[src/rtl/prio_pkg.sv]
package prio_pkg;

    // Number of radix-4 levels needed to cover n inputs (at least one)
    function automatic int levels_for(input int n);
        int lv;
        int cap;
        lv  = 1;
        cap = 4;
        while (cap < n) begin
            cap = cap * 4;
            lv  = lv + 1;
        end
        return lv;
    endfunction

    // Width of the reported index (at least one bit)
    function automatic int idx_width(input int n);
        return (n <= 2) ? 1 : $clog2(n);
    endfunction

endpackage

[src/rtl/quad_leaf_enc.sv]
// Four request bits -> 2-bit position of the lowest asserted bit plus any-flag
module quad_leaf_enc (
    input  logic [3:0] req,
    output logic [1:0] pos,
    output logic       hit
);
    always_comb begin
        pos = 2'd0;
        if (req[0])      pos = 2'd0;
        else if (req[1]) pos = 2'd1;
        else if (req[2]) pos = 2'd2;
        else if (req[3]) pos = 2'd3;
        hit = |req;
    end
endmodule

[src/rtl/quad_merge_enc.sv]
// Combines four (index, flag) children into one wider (index, flag)
module quad_merge_enc #(
    parameter int W = 2
) (
    input  logic [3:0]     hits,
    input  logic [4*W-1:0] idx,
    output logic [W+1:0]   idx_o,
    output logic           hit
);
    logic [1:0] sel;

    quad_leaf_enc i_sel (
        .req (hits),
        .pos (sel),
        .hit (hit)
    );

    always_comb begin
        idx_o = {sel, idx[sel*W +: W]};
    end
endmodule

[src/rtl/prio_tree_enc.sv]
module prio_tree_enc
    import prio_pkg::*;
#(
    parameter int N = 32
) (
    input  logic                      clk,
    input  logic                      rst_n,
    input  logic [N-1:0]              req_i,
    output logic                      hit_o,
    output logic [idx_width(N)-1:0]   idx_o
);
    localparam int LEVELS = levels_for(N);
    localparam int PADN   = 4 ** LEVELS;
    localparam int IDXW   = idx_width(N);
    localparam int TOPW   = 2 * LEVELS;

    logic [PADN-1:0] req_pad;
    logic            top_hit;
    logic [TOPW-1:0] top_idx;

    always_comb begin
        req_pad        = '0;
        req_pad[N-1:0] = req_i;
    end

    for (genvar lv = 0; lv < LEVELS; lv++) begin : g_lvl
        localparam int NODES = PADN >> (2 * (lv + 1));
        localparam int W     = 2 * (lv + 1);

        typedef struct packed {
            logic [NODES-1:0]   hit;
            logic [NODES*W-1:0] idx;
        } lvl_t;

        lvl_t               lvl_d;
        lvl_t               lvl_q;
        logic [NODES-1:0]   node_hit;
        logic [NODES*W-1:0] node_idx;

        for (genvar nd = 0; nd < NODES; nd++) begin : g_node
            if (lv == 0) begin : g_leaf
                quad_leaf_enc i_leaf (
                    .req (req_pad[4*nd +: 4]),
                    .pos (node_idx[nd*W +: W]),
                    .hit (node_hit[nd])
                );
            end else begin : g_merge
                quad_merge_enc #(.W(W - 2)) i_merge (
                    .hits  (g_lvl[lv-1].lvl_q.hit[4*nd +: 4]),
                    .idx   (g_lvl[lv-1].lvl_q.idx[4*nd*(W-2) +: 4*(W-2)]),
                    .idx_o (node_idx[nd*W +: W]),
                    .hit   (node_hit[nd])
                );
            end
        end

        always_comb begin
            lvl_d     = lvl_q;
            lvl_d.hit = node_hit;
            lvl_d.idx = node_idx;
        end

        always_ff @(posedge clk or negedge rst_n) begin
            if (!rst_n) lvl_q <= '0;
            else        lvl_q <= lvl_d;
        end

        if (lv == LEVELS - 1) begin : g_top
            assign top_hit = lvl_q.hit[0];
            assign top_idx = lvl_q.idx;
        end
    end

    assign hit_o = top_hit;
    assign idx_o = top_idx[IDXW-1:0];

endmodule

[config.mk]
export PLATFORM = sky130hd
export DESIGN_NAME = prio_tree_enc
export DESIGN_NICKNAME = d
export VERILOG_FILES = /design/src/rtl/prio_pkg.sv /design/src/rtl/quad_leaf_enc.sv /design/src/rtl/quad_merge_enc.sv /design/src/rtl/prio_tree_enc.sv
export SDC_FILE = /design/constraint.sdc
export NUM_CORES = 1
export LEC_CHECK = 0
export ABC_AREA = 1
export BUFFER_PORTS_ARGS = -buffer_cell sky130_fd_sc_hd__buf_4
export CORE_ASPECT_RATIO = 1.4
export CORE_MARGIN = 2
export CORE_UTILIZATION = 52
export CTS_CLUSTER_DIAMETER = 120
export DETAILED_ROUTE_END_ITERATION = 12
export PLACE_DENSITY = 0.85
export SYNTH_ARGS = -nofsm -noshare
export SYNTH_HDL_FRONTEND = slang
export SYNTH_SLANG_ARGS = --single-unit
[constraint.sdc]
create_clock -name clk -period 1.21 [get_ports clk]
set_clock_uncertainty 0.2 [all_clocks]
set_input_delay 0 -clock clk [delete_from_list [all_inputs] [get_ports clk]]
set_output_delay 0 -clock clk [all_outputs]
set_load 0.05 [all_outputs]
Word level (Yosys, flattened, before mapping)
Cells that the tools add are included.
- shift operators: 3
- multiplexer cells: 42
- reductions and logical operators: 11
- operators by type and width (operator ; number):
    $mux W2 ; 40
    $reduce_or A4 Y1 ; 10
    $shiftx A16 B4 Y4 ; 1
    $shiftx A8 B4 Y2 ; 2
    $mux W1 ; 2
    $reduce_or A2 Y1 ; 1
- flip-flop bits (word level): 40
- input port bits: 34
- output and inout port bits: 6

Depth between registers and ports, before layout
- depth after elaboration: 5
- depth in mapped cells: 7
- gate-level depth less buffers: 7

By module
A second synthesis with hierarchy kept.
- cell total of the unflattened synthesis: 386
- area total of the unflattened synthesis: 3194.3 sq um
- by module, submodules not included (module ; times used ; cells each ; area an instance (sq um)):
    prio_tree_enc ; 1 ; 75 ; 1855.5
    quad_leaf_enc ; 21 ; 8 ; 36.3
    quad_merge_enc at g_lvl[1].g_node[0].g_merge.i_merge ... ; 4 ; 24 ; 95.1
    quad_merge_enc at g_lvl[2].g_node[0].g_merge.i_merge ; 1 ; 47 ; 196.4

Worst setup path after synthesis
Ideal clock, no wire load.
- path kind: reg-to-reg
- from: register g_lvl[0].lvl_q[35] (netlist bit)
- to: register g_lvl[1].lvl_q[0] (netlist bit)
- setup time: 117 ps
- arrival: 761 ps
- required time: 893 ps
- slack: 131 ps
- cell stages (with the launch flop): 7
- buffers on the path: 0
- period minus slack after synthesis: 1079 ps
- path through: dfrtp_1 nor2_1 nor2_2 nand2_2 inv_2 nand3_1 nand2_1
- cells in the longest elaborated chain, start to end: 5
- RTL lines (item ; RTL line ; text):
    start: declaration ; prio_tree_enc.sv:36 ; lvl_t lvl_q;
    start signal: assignment ; prio_tree_enc.sv:65 ; else lvl_q <= lvl_d;
    $mux W2 ; quad_leaf_enc.sv:12 ; else if (req[3]) pos = 2'd3;
    $mux W2 ; quad_leaf_enc.sv:11 ; else if (req[2]) pos = 2'd2;
    $mux W2 ; quad_leaf_enc.sv:10 ; else if (req[1]) pos = 2'd1;
    $mux W2 ; quad_leaf_enc.sv:9 ; if (req[0]) pos = 2'd0;
    net g_lvl[1].g_node[0].g_merge.i_merge.i_sel.pos[1] ; quad_leaf_enc.sv:4 ; output logic [1:0] pos,
    $shiftx A8 B4 Y2 ; quad_merge_enc.sv:19 ; idx_o = {sel, idx[sel*W +: W]};
    net g_lvl[1].g_node[0].g_merge.i_merge.idx_o[0] ; quad_merge_enc.sv:7 ; output logic [W+1:0] idx_o,
    end signal: assignment ; prio_tree_enc.sv:65 ;
    end: declaration ; prio_tree_enc.sv:36 ;
The timed path passes the listed nets, and every way through them passes these cells.

Worst setup path in the final report
- from: register g_lvl[0].lvl_q[34] (netlist bit)
- to: register g_lvl[1].lvl_q[1] (netlist bit)
- cells in the longest elaborated chain, start to end: 4
- RTL lines (item ; RTL line):
    $mux W2 ; quad_leaf_enc.sv:11
    $mux W2 ; quad_leaf_enc.sv:10
    $mux W2 ; quad_leaf_enc.sv:9
    net g_lvl[1].g_node[0].g_merge.i_merge.i_sel.pos[1] ; quad_leaf_enc.sv:4
    $shiftx A8 B4 Y2 ; quad_merge_enc.sv:19
    net g_lvl[1].g_node[0].g_merge.i_merge.idx_o[1] ; quad_merge_enc.sv:7
The timed path passes the listed nets, and every way through them passes these cells.

==> results.yml <==
status:
  status: "complete, no violations"
routing:
  drt-total-wl_um: 3530
  routed.top_layer: "met4"
  dr_wl_met3_um: 136
  first_pass_iters: 4
  wl_met1_um: 1270
  drc: 0
  dr_wl_met2_um: 2020
  vias_per_cell: 4.72
  drtIter0Drc: 20
  drtAntennaViolNets: 0
  wl_per_cell_um: 11.8
  via_count: 1408
sta:
  fmax_mhz: 860
  worst_slack_ns: 0.0477
  tns_ns: 0
  period_needed_ns: 1.16
  maxSlewHeadroom_pct: 68.9
  hold_violations: 0
  slew_viol_final: 0
  fin_crit_sh_pct: 96.1
  setup_viol: 0
  tightest_slew_ns: 0.467
  holdWs_ns: 0.00575
clock_tree:
  insertion_delay_ns: 0.29
  cts_buffer_depth: 2
  cts_tree: "done"
  cts_setup_buffers: 0
  cts_buffers: 5
  cts_root_buf: "clkbuf_8"
  clock-sinks: 40
  htree_levels: 2
  clk_pin_slew_worst_paths_ns: 0.07
global_route:
  grt_pass1_vias: 1489
  grt_pass1_wl_um: 6130
  grt_max_degree: 41
  gr-total-overflow: 0
  antenna_found_initial: 0
  grt_usage_pct: 23.4
die:
  die_width_um: 51.2
  io_pins: 40
  die_area_mm2: 0.00359
  coreArea_mm2: 0.00306
  row_count: 24
  die_h_um: 70.1
  initial_core_util_pct: 53.0
cells_and_area:
  layout.nets: 293
  design_area_mm2: 0.00242
  drive_gt1_share_pct: 27.0
  final_cells: 298
  diodes: 0
  mostFrequentLayoutCells: "dfrtp_1, buf_4, dlygate4sd3_1"
  utilization_pct: 78.9
  layout_commonest_cell: "dfrtp_1"
  syn_to_final_growth_pct: 48.8
  fillers: 197
critical_path:
  cp_data_required_time_ns: 1.19
  worst_path_most_repeated_cell: "nor2_2"
  reg2reg_slack_ns: 0.05
  crit_chain: "nor2_2 > nor2_2 > nand2_2 > inv_2 > nand3_1 > nand2_1"
  slowest_delay_ns: 0.40
  path_max_fanout: 3
  start_kind: "flip-flop"
  endpoint_kind: "flip-flop"
  crit_arrival_ns: 1.15
  critPathKind: "reg2reg"
  reg2reg_depth: 6
  r2r-start: "g_lvl[0].lvl_q[34]$_DFF_PN0_"
  r2r-end: "g_lvl[1].lvl_q[1]$_DFF_PN0_"
  slowest_stage: "dfrtp_1"
synthesis:
  synth.avg_cell_area_um2: 9.02
  yosysWarnings: 0
  ys_seq_area_share_pct: 61.6
  synth.distinct_cells: 14
  synth-seq-cells: 40
  syn_area_mm2: 0.00162
  synth_top_area_share_pct: 61.6
  syn_inst: 180
  synth_area_leaders: "dfrtp_1, nand2_1, inv_1"
  syn_nets: 214
  yosysTopAreaCell: "dfrtp_1"
placed_design:
  numPortBuffers: 39
  gp_congestion: 0.724
  placedCellCount: 258
  dpl_worst_slack_ns: 0.0597
  dpl_cell_area_mm2: 0.00197
  dp_hpwl_um: 1830
hold_path:
  hp-class: "in2async"
flow_run:
  maxCapViolCount: 0
power:
  finalPower_mw: 2.71
  peakVddDrop_mv: 1.04
  p_leak_nw: 1.25
  power.density_mw_per_mm2: 1120
layout make-up:
type / instances / area (um^2) / share of cell area (%)
tap: 39 / 48.8 / 2.02
clock buffer: 7 / 96.3 / 3.99
timing repair buffer: 72 / 623 / 25.8
inverter: 36 / 140 / 5.80
sequential: 40 / 1000 / 41.4
multi-input combinational: 104 / 508 / 21.0
cell usage after synthesis:
library cell,count
nand3_1,18
nor2_4,1
inv_2,2
inv_1,32
nor2_2,2
nor2_1,26
dfrtp_1,40
or2_2,1
nor3_1,8
nand2_4,4
nand2_2,2
a21oi_1,8
inv_4,2
nand2_1,34
critical path: cells and delay by family (launching register included):
| kind | cells | cell delay [ns] |
|---|---|---|
| simple gates | 5 | 0.41 |
| buf+inv | 1 | 0.05 |
| flops | 1 | 0.40 |
worst max-delay path by stage:
stage / start / to / slack, ns / cells after the start
global placement: g_lvl[0].lvl_q[35]$_DFF_PN0_ / g_lvl[1].lvl_q[0]$_DFF_PN0_ / 0.07 / 6
finish: g_lvl[0].lvl_q[34]$_DFF_PN0_ / g_lvl[1].lvl_q[1]$_DFF_PN0_ / 0.05 / 6
floorplan: g_lvl[0].lvl_q[35]$_DFF_PN0_ / g_lvl[1].lvl_q[0]$_DFF_PN0_ / 0.13 / 6
global route: g_lvl[0].lvl_q[34]$_DFF_PN0_ / g_lvl[1].lvl_q[1]$_DFF_PN0_ / -0.03 / 6
CTS: g_lvl[0].lvl_q[35]$_DFF_PN0_ / g_lvl[1].lvl_q[0]$_DFF_PN0_ / 0.05 / 6
detailed placement: g_lvl[0].lvl_q[35]$_DFF_PN0_ / g_lvl[1].lvl_q[0]$_DFF_PN0_ / 0.06 / 6
cells by family after synthesis:
kind of cell | synth area share (%)
and+or+nand+nor | 27.3
DFF | 61.6
buffers and inverters | 8.63
AOI/OAI and AO/OA | 2.47
routing by layer:
metal  track usage (%)  vias to the layer above
met5                 0                        -
met4              10.8                        0
met3              7.05                        8
met2              42.9                       32
met1              23.3                      666
li1                  -                      702
flip-flops by register name, indices dropped and copies added (netlist names):
name / count
g_lvl.lvl_q: 34
top_idx: 5
hit_o: 1
power breakdown:
group / switching (mW) / internal (mW) / total (mW) / leakage [nW]
sequential: 0.0186 / 1.39 / 1.41 / 0.479
clock: 0.418 / 0.507 / 0.925 / 0.0503
combinational: 0.178 / 0.193 / 0.370 / 0.720
what timing repair did:
action                                  4_1_cts  5_1_grt
hold buffers                                 33        0
endpoints found under the setup margin        0        4
endpoints found under the hold margin        64        0
resized for setup                             0       10
Note: power is estimated with default switching activity, not from simulation.
